File: config.mk
export PLATFORM = sky130hd
export DESIGN_NAME = dual_dma_engine
export DESIGN_NICKNAME = d
export VERILOG_FILES = /design/src/rtl/dual_dma_engine.sv
export SDC_FILE = /design/constraint.sdc
export NUM_CORES = 1
export LEC_CHECK = 0
export BUFFER_PORTS_ARGS = -buffer_cell sky130_fd_sc_hd__clkbuf_2
export CORE_ASPECT_RATIO = 1.4
export CORE_MARGIN = 8
export CORE_UTILIZATION = 50
export DETAILED_ROUTE_END_ITERATION = 10
export PLACE_DENSITY_LB_ADDON = 0.08
export REMOVE_ABC_BUFFERS = 1
export SYNTH_ARGS = -nofsm -noshare
export SYNTH_HDL_FRONTEND = slang
export SYNTH_SLANG_ARGS = --single-unit
export TNS_END_PERCENT = 20
File: constraint.sdc
create_clock -name clk -period 9.78 [get_ports clk]
set_input_delay 1.956 -clock clk [delete_from_list [all_inputs] [get_ports clk]]
set_output_delay 1.956 -clock clk [all_outputs]
set_load 0.05 [all_outputs]
File: src/rtl/dual_dma_engine.sv
module dual_dma_engine #(
  parameter int AW = 32,
  parameter int CW = 24,
  parameter int DW = 128,
  parameter int RA = 4
) (
  input  logic          clk,
  input  logic          rst_n,
  input  logic          reg_we,
  input  logic [RA-1:0] reg_addr,
  input  logic [31:0]   reg_wdata,
  output logic [31:0]   reg_rdata,
  output logic          mem_req,
  output logic          mem_we,
  output logic [AW-1:0] mem_addr,
  output logic [1:0]    mem_size,
  output logic [DW-1:0] mem_wdata,
  input  logic [DW-1:0] mem_rdata,
  input  logic          mem_ack,
  output logic          irq,
  output logic [3:0]    irq_level,
  output logic [6:0]    irq_vector
);

  typedef enum logic [1:0] {S_IDLE, S_RD, S_WR, S_UPD} st_t;

  st_t           st;
  logic [AW-1:0] src_q [2];
  logic [AW-1:0] dst_q [2];
  logic [CW-1:0] cnt_q [2];
  logic [15:0]   ctl_q [2];
  logic [7:0]    vec_q [2];
  logic [3:0]    lvl_q, op_q;
  logic          cur, last;
  logic [DW-1:0] buf_q;
  logic [1:0]    rdy, pend;
  logic          pick;

  for (genvar g = 0; g < 2; g++) begin : g_ch
    assign rdy[g]  = ctl_q[g][0] & ~ctl_q[g][1] & op_q[0] & ~op_q[1] & ~op_q[2]
                     & (cnt_q[g] != '0);
    assign pend[g] = ctl_q[g][1] & ctl_q[g][2];
  end

  assign pick = (&rdy) ? (op_q[3] & ~last) : rdy[1];

  logic [1:0]    usz;
  logic [AW-1:0] step, nxt_src, nxt_dst;
  logic [CW-1:0] nxt_cnt;

  assign usz  = ctl_q[cur][11:10];
  assign step = (usz == 2'd3) ? AW'(16) : (AW'(1) << usz);

  always_comb begin
    case (ctl_q[cur][15:14])
      2'b10:   nxt_dst = dst_q[cur] - step;
      2'b01:   nxt_dst = dst_q[cur] + step;
      default: nxt_dst = dst_q[cur];
    endcase
    if (usz == 2'd3) nxt_src = src_q[cur] + AW'(16);
    else begin
      case (ctl_q[cur][13:12])
        2'b10:   nxt_src = src_q[cur] - step;
        2'b01:   nxt_src = src_q[cur] + step;
        default: nxt_src = src_q[cur];
      endcase
    end
    if (usz == 2'd3) nxt_cnt = (cnt_q[cur] < CW'(4)) ? '0 : cnt_q[cur] - CW'(4);
    else             nxt_cnt = cnt_q[cur] - CW'(1);
  end

  always_ff @(posedge clk or negedge rst_n) begin
    if (!rst_n) begin
      st    <= S_IDLE;
      cur   <= 1'b0;
      last  <= 1'b1;
      buf_q <= '0;
      lvl_q <= '0;
      op_q  <= '0;
      for (int c = 0; c < 2; c++) begin
        src_q[c] <= '0;
        dst_q[c] <= '0;
        cnt_q[c] <= '0;
        ctl_q[c] <= '0;
        vec_q[c] <= '0;
      end
    end else begin
      if (reg_we) begin
        for (int c = 0; c < 2; c++) begin
          if (reg_addr == RA'(4*c))     src_q[c] <= reg_wdata[AW-1:0];
          if (reg_addr == RA'(4*c + 1)) dst_q[c] <= reg_wdata[AW-1:0];
          if (reg_addr == RA'(4*c + 2)) cnt_q[c] <= reg_wdata[CW-1:0];
          if (reg_addr == RA'(4*c + 3))
            ctl_q[c] <= {reg_wdata[15:2], reg_wdata[1] & ctl_q[c][1], reg_wdata[0]};
          if (reg_addr == RA'(8 + c))   vec_q[c] <= reg_wdata[7:0];
        end
        if (reg_addr == RA'(10)) lvl_q <= reg_wdata[3:0];
        if (reg_addr == RA'(11)) op_q  <= reg_wdata[3:0];
      end
      case (st)
        S_IDLE: if (|rdy) begin
          cur  <= pick;
          last <= pick;
          st   <= S_RD;
        end
        S_RD: if (mem_ack) begin
          buf_q <= mem_rdata;
          st    <= S_WR;
        end
        S_WR: if (mem_ack) st <= S_UPD;
        default: begin
          src_q[cur] <= nxt_src;
          dst_q[cur] <= nxt_dst;
          cnt_q[cur] <= nxt_cnt;
          if (nxt_cnt == '0) ctl_q[cur][1] <= 1'b1;
          st <= S_IDLE;
        end
      endcase
    end
  end

  always_comb begin
    reg_rdata = '0;
    case (reg_addr)
      RA'(0):  reg_rdata = 32'(src_q[0]);
      RA'(1):  reg_rdata = 32'(dst_q[0]);
      RA'(2):  reg_rdata = 32'(cnt_q[0]);
      RA'(3):  reg_rdata = 32'(ctl_q[0]);
      RA'(4):  reg_rdata = 32'(src_q[1]);
      RA'(5):  reg_rdata = 32'(dst_q[1]);
      RA'(6):  reg_rdata = 32'(cnt_q[1]);
      RA'(7):  reg_rdata = 32'(ctl_q[1]);
      RA'(8):  reg_rdata = 32'(vec_q[0]);
      RA'(9):  reg_rdata = 32'(vec_q[1]);
      RA'(10): reg_rdata = 32'(lvl_q);
      RA'(11): reg_rdata = 32'(op_q);
      default: reg_rdata = '0;
    endcase
  end

  assign mem_req    = (st == S_RD) || (st == S_WR);
  assign mem_we     = (st == S_WR);
  assign mem_addr   = (st == S_WR) ? dst_q[cur] : src_q[cur];
  assign mem_size   = usz;
  assign mem_wdata  = buf_q;
  assign irq        = |pend;
  assign irq_level  = lvl_q;
  assign irq_vector = pend[0] ? vec_q[0][6:0] : vec_q[1][6:0];

  a_r8_start_needs_enable: assert property (@(posedge clk) disable iff (!rst_n)
    $rose(mem_req) |-> $past(op_q[0]) && !mem_we);

  a_r3_write_stable: assert property (@(posedge clk) disable iff (!rst_n)
    (mem_req && mem_we && !mem_ack) |=> $stable(mem_addr) && $stable(mem_wdata) && mem_we);

  a_r4_count_ch0_no_rise: assert property (@(posedge clk) disable iff (!rst_n)
    !$past(reg_we) |-> cnt_q[0] <= $past(cnt_q[0]));

  a_r4_count_ch1_no_rise: assert property (@(posedge clk) disable iff (!rst_n)
    !$past(reg_we) |-> cnt_q[1] <= $past(cnt_q[1]));

  a_r7_end_ch0_only_at_zero: assert property (@(posedge clk) disable iff (!rst_n)
    $rose(ctl_q[0][1]) |-> cnt_q[0] == '0);

  a_r7_end_ch1_only_at_zero: assert property (@(posedge clk) disable iff (!rst_n)
    $rose(ctl_q[1][1]) |-> cnt_q[1] == '0);

endmodule

==> results of run 1 <==
## routing by layer
layer	track usage [%]	vias up
li1	-	10030
met1	39.56	11210
met2	59.16	1272
met3	8.193	336
met4	21.44	0
met5	0	-
## Yosys cell counts (10+ instances only)
cell type | instances | area [um2]
nand3_1 | 63 | 315.3
a22o_1 | 14 | 122.6
and2_1 | 10 | 62.56
inv_1 | 42 | 157.7
nand2_1 | 222 | 833.3
clkbuf_1 | 132 | 495.5
nand4_1 | 22 | 137.6
nand2b_1 | 19 | 118.9
a21o_1 | 15 | 112.6
mux2i_1 | 128 | 1281
a31oi_1 | 16 | 100.1
o21ai_0 | 148 | 740.7
buf_2 | 13 | 65.06
o211ai_1 | 10 | 75.07
o22ai_1 | 18 | 112.6
a211oi_1 | 91 | 683.2
nor2b_1 | 14 | 87.58
o21ai_1 | 10 | 50.05
and3_1 | 93 | 581.8
buf_1 | 21 | 78.83
a221oi_1 | 22 | 192.7
nor3_1 | 48 | 240.2
nor2_1 | 160 | 600.6
nor4_1 | 21 | 131.4
xor2_1 | 26 | 227.7
dfrtp_1 | 363 | 9084
a22oi_1 | 94 | 705.7
mux2_2 | 242 | 2725
xnor2_1 | 49 | 429.2
or3_1 | 12 | 75.07
o21a_1 | 15 | 112.6
a21oi_1 | 194 | 970.9
ha_1 | 48 | 600.6
## how the worst min path moves through the flow
| stage | startpoint | endpoint | slack, ns | cells past startpoint |
|---|---|---|---|---|
| floorplan | last | last | 0.48 | 2 |
| global placement | mem_wdata[65] | mem_wdata[65] | 0.49 | 1 |
| detailed placement | mem_wdata[40] | mem_wdata[40] | 0.49 | 1 |
| CTS | mem_wdata[87] | mem_wdata[87] | 0.51 | 1 |
| global route | mem_wdata[100] | mem_wdata[100] | 0.52 | 1 |
| finish | mem_wdata[38] | mem_wdata[38] | 0.50 | 1 |
## critical path, delay by kind of cell
| kind | cells | cell delay, ns |
|---|---|---|
| compound gates | 2 | 0.31 |
| buf+inv | 3 | 1.10 |
| simple gates | 3 | 0.57 |
## sequential cells by signal, indices dropped and copies added, names as in the netlist
register	flops
mem_wdata	128
dst_q	64
src_q	64
cnt_q	48
ctl_q	32
vec_q	16
irq_level	4
op_q	4
st	2
cur	1
last	1
## logic make-up after synthesis
logic type               synth area share, %
XOR/XNOR                               2.771
adder cells (fa/ha/maj)                2.877
AND/OR/NAND/NOR                        14.49
multiplexers                           17.46
flip-flops                             38.43
AO/OA/AOI/OAI                          20.20
buffers and inverters                  3.774
## final cells by class
class | instances | area (um2)
Sequential cell | 364 | 9114
Clock buffer | 59 | 1215
Multi-Input combinational cell | 1953 | 13770
Clock inverter | 15 | 198.9
Inverter | 44 | 165.2
Timing Repair Buffer | 413 | 2197
Fill cell | 4192 | 19490
Tap cell | 624 | 780.7
## stage by stage
step / worst slack [ns] / hold WS (ns) / utilization [%] / area (um2)
after floorplan: -1.592 / 0.4783 / - / 22970
after global placement: 3.870 / 0.4857 / 55.46 / 26030
after detailed placement: 3.869 / 0.4920 / 55.46 / 26030
after CTS: 3.870 / 0.5057 / 58.47 / 27440
after global routing: 3.610 / 0.5154 / 58.47 / 27440
final: 3.823 / 0.5035 / 58.47 / 27440
==> impl_metrics.csv, run 1 <==
group,metric,value,unit
status,status,"finished, final reports clean",
detailed_routing,top_layer,"met4",
clock_tree,cts_hold_buffers,0,
clock_tree,cts_tree,"built",
sta,rsz0062_at_grt,"no",
placed_design,dp_cells,3398,
sta,maxSlewViolCount,0,
synth,syn_area,0.02370,mm2
global_route,grt_pass1_vias,23270,
placed_design,gp_congestion,0.9771,
die,core_area,0.04693,mm2
detailed_routing,drtAntennaViolNets,0,
sta,setup_viol,0,
global_route,grt_max_degree,178,
placed_design,io_buffers,375,
min_path,min_path_type,"flip-flop to flip-flop",
sta,finalCriticalPeriod,5.957,ns
clock_tree,cts_buffers,41,
synth,synthArstFlopShare,100.0,%
sta,finalHoldViolations,0,
sta,period_share,60.91,%
setup_path,crit_chain,"clkbuf_2, nand2b_1, nor3_2, buf_4, a22o_1, a221oi_1, nand3_1, clkbuf_2",
setup_path,arrival,4.00,ns
finish,drive_gt1_share,27.00,%
die,start_util,50.51,%
setup_path,worstPathMaxFanout,53,
detailed_routing,wl,97390,um
setup_path,worstSetupEndpointType,"output port",
setup_path,endpoint,"reg_rdata[3]",
die,rows,94,
detailed_routing,wl_met1,34780,um
die,dieArea,0.05473,mm2
global_route,grt_usage,35.06,%
detailed_routing,drt_iter0_drc,1956,
setup_path,crit_required,7.82,ns
setup_path,rr_worst_depth,15,
detailed_routing,viasPerCell,6.579,
global_route,grt_pass1_wl,145800,um
finish,final_common_cell,"clkbuf_2",
finish,diodes,0,
die,io_pins,376,
clock_tree,htree_num_levels,2,
sta,worst_slew_pin_slew,1.200,ns
synth,synth_edf_count,0,
synth,yosysWarningCount,0,
synth,netlist_instances,2536,
detailed_routing,wire_per_inst,28.05,um
setup_path,worst-setup-path-type,"primary input to output port",
synth,ys.flop_type,"dfrtp_1",
finish,nets,3035,
setup_path,cp_slowest_cell,"buf_4",
setup_path,slowest_delay,0.62,ns
setup_path,ff2ff_setup_slack,3.99,ns
setup_path,r2r-end,"dst_q[57]",
die,die_x,200.0,um
setup_path,cp_common_cell,"clkbuf_2",
clock_tree,ctsResizeCount,0,
finish,fin_cells,3472,
synth,ys_types,97,
clock_tree,clkSlewWorstSetupHoldPaths,0.06,ns
global_route,antenna_found_initial,1,
setup_path,crit_start,"reg_addr[3]",
finish,final_cell_mix,"clkbuf_2, dfrtp_1, mux2_2",
detailed_routing,wl_met2,47580,um
placed_design,dp_hpwl,69610,um
synth,ys_ff_latch,364,
sta,finalClockSkew,0.01851,ns
sta,max_freq,167.9,MHz
sta,maxSlewHeadroom,19.16,%
global_route,grt_overflow_total,0,
detailed_routing,firstDrtPassIters,5,
die,dieHeight,273.6,um
synth,avgSynthCellArea,9.347,um2
clock_tree,root_buffer,"clkbuf_16",
synth,ys_seq_area_share,38.43,%
detailed_routing,wl_met3,8324,um
detailed_routing,dr_total_vias,22840,
finish,area_growth,15.76,%
clock_tree,cts_buffer_depth,3,
setup_path,start_kind,"primary input",
clock_tree,clock_latency,0.59,ns
clock_tree,cts_sinks,364,
setup_path,r2r_start,"cur",
sta,fin_tns_setup,0,ns
clock_tree,postCtsSetupRepairBufs,0,
flow_run,maxCapViolations,0,
detailed_routing,drc,0,
Power of run 1 is left out: the tool's default activity adds up to more than one toggle a clock period on the data nets, which glitch-free logic cannot reach.
==> inputs of run 2 (changes only) <==
clock period = 5.55 ns   (was 9.78 ns; I/O delays follow)
==> run 2 against run 1 <==
Clock skew rose by 0.0042 ns. Critical endpoint is now dst_q[24]. Register-to-register slack lost 3.3 ns. Worst setup slack worse by 3.2 ns. Cell area increased by 0.42%. Count of clock-buffer cells in the layout increased by 3. Wire length is 0.30% higher. Critical path depth up 8. Non-clock buffer count increased by 14.
==> impl_metrics.csv, run 2 (synthesis gave the netlist of run 1 again) <==
group,metric,value,unit
status,status,"finished, final reports clean",
setup_path,r2r_start,"cur",
clock_tree,cts_buffers,41,
setup_path,cp_slowest_cell,"dfrtp_4",
global_route,antenna_found_initial,1,
detailed_routing,firstDrtPassIters,8,
die,core_area,0.04693,mm2
setup_path,slowest_delay,0.63,ns
sta,finalClockSkew,0.02273,ns
global_route,grt_max_degree,116,
clock_tree,cts_buffer_depth,3,
global_route,grt_overflow_total,0,
clock_tree,cts_sinks,364,
placed_design,dp_hpwl,70960,um
setup_path,crit_required,5.99,ns
setup_path,start_kind,"flip-flop",
setup_path,cp_common_cell,"a21oi_1",
detailed_routing,wl,97680,um
finish,nets,3049,
finish,final_cell_mix,"clkbuf_2, dfrtp_1, mux2_2",
detailed_routing,wire_per_inst,28.05,um
detailed_routing,dr_total_vias,22870,
die,dieArea,0.05473,mm2
flow_run,maxCapViolations,0,
clock_tree,root_buffer,"clkbuf_16",
finish,diodes,0,
sta,max_freq,203.7,MHz
clock_tree,clkSlewWorstSetupHoldPaths,0.06,ns
min_path,min-delay-start,"mem_wdata[33]",
setup_path,crit_family,"compound AO/OA/AOI/OAI gates",
sta,maxSlewViolCount,0,
setup_path,worst-setup-path-type,"flip-flop to flip-flop",
detailed_routing,drtAntennaViolNets,0,
die,start_util,50.51,%
clock_tree,cts_tree,"built",
finish,final_common_cell,"clkbuf_2",
placed_design,gp_congestion,0.9824,
finish,largest_reg_flops,128,
clock_tree,postCtsSetupRepairBufs,0,
placed_design,io_buffers,375,
global_route,grt_pass1_wl,145400,um
sta,worst_slew_pin_slew,1.165,ns
global_route,grt_pass1_vias,23080,
global_route,grt_usage,35.03,%
finish,fin_util,58.71,%
setup_path,crit_start,"cur",
setup_path,worstPathMaxFanout,22,
die,dieHeight,273.6,um
clock_tree,ctsResizeCount,0,
setup_path,arrival,5.35,ns
finish,area_growth,16.24,%
detailed_routing,drc,0,
clock_tree,clock_latency,0.58,ns
die,rows,94,
die,io_pins,376,
setup_path,crit_chain,"mux2_2, ha_2, a21oi_1, inv_1, fa_1, nor2b_1, o2111ai_1, a221oi_1, nor4_1, nor3_1, o31ai_1, nand2b_1, a21oi_1, maj3_1, xor2_1, a21oi_1",
sta,setup_viol,0,
min_path,min_path_type,"flip-flop to flip-flop",
setup_path,worstSetupEndpointType,"flip-flop",
setup_path,cp.buffers_inverters,1,
sta,hold_ws,0.5037,ns
sta,rsz0062_at_grt,"no",
sta,maxSlewHeadroom,21.82,%
detailed_routing,drt_iter0_drc,1909,
clock_tree,htree_num_levels,2,
clock_tree,cts_hold_buffers,0,
sta,finalHoldViolations,0,
die,die_x,200.0,um
detailed_routing,viasPerCell,6.566,
sta,finalCriticalPeriod,4.910,ns
finish,drive_gt1_share,27.14,%
placed_design,dp_cells,3412,
sta,period_share,88.47,%
finish,fin_cells,3483,
[run 2: layout make-up]
class	count	area (um2)
Tap cell	624	780.7
Timing Repair Buffer	427	2377
Multi-Input combinational cell	1953	13770
Fill cell	4168	19370
Sequential cell	364	9114
Clock inverter	9	142.6
Inverter	44	165.2
Clock buffer	62	1205
[run 2: path summary, 6_finish.rpt]
path                                 end  slack [ns]  depth (start not counted)
max in group asynchronous  mem_wdata[58]        3.81                          2
hold / removal             mem_wdata[33]        0.50                          1
min in group asynchronous      cnt_q[43]        0.56                          1
hold reg to reg            mem_wdata[33]        0.50                          1
setup reg to reg               dst_q[24]        0.64                         16
setup / recovery               dst_q[24]        0.64                         16
[run 2: routing by layer]
layer	GRT usage, %	part of all wire, %	routed length [um]	vias up
met3	7.455	7.9	7738	332
met1	39.38	36	35040	11280
met5	0	0	0	-
li1	-	-	-	10040
met4	24.23	7.9	7704	0
met2	58.49	48	47200	1226
[run 2: per-stage QoR]
stage / worst slack [ns] / instance area, um2 / setup TNS, ns
global placement: 0.8168 / 26210 / 0
global route: 0.4147 / 27550 / 0
finish: 0.6402 / 27550 / 0
CTS: 0.7419 / 27550 / 0
detailed placement: 0.7651 / 26210 / 0
floorplan: -5.822 / 22970 / -707.36
Power of run 2 is left out for the same reason.
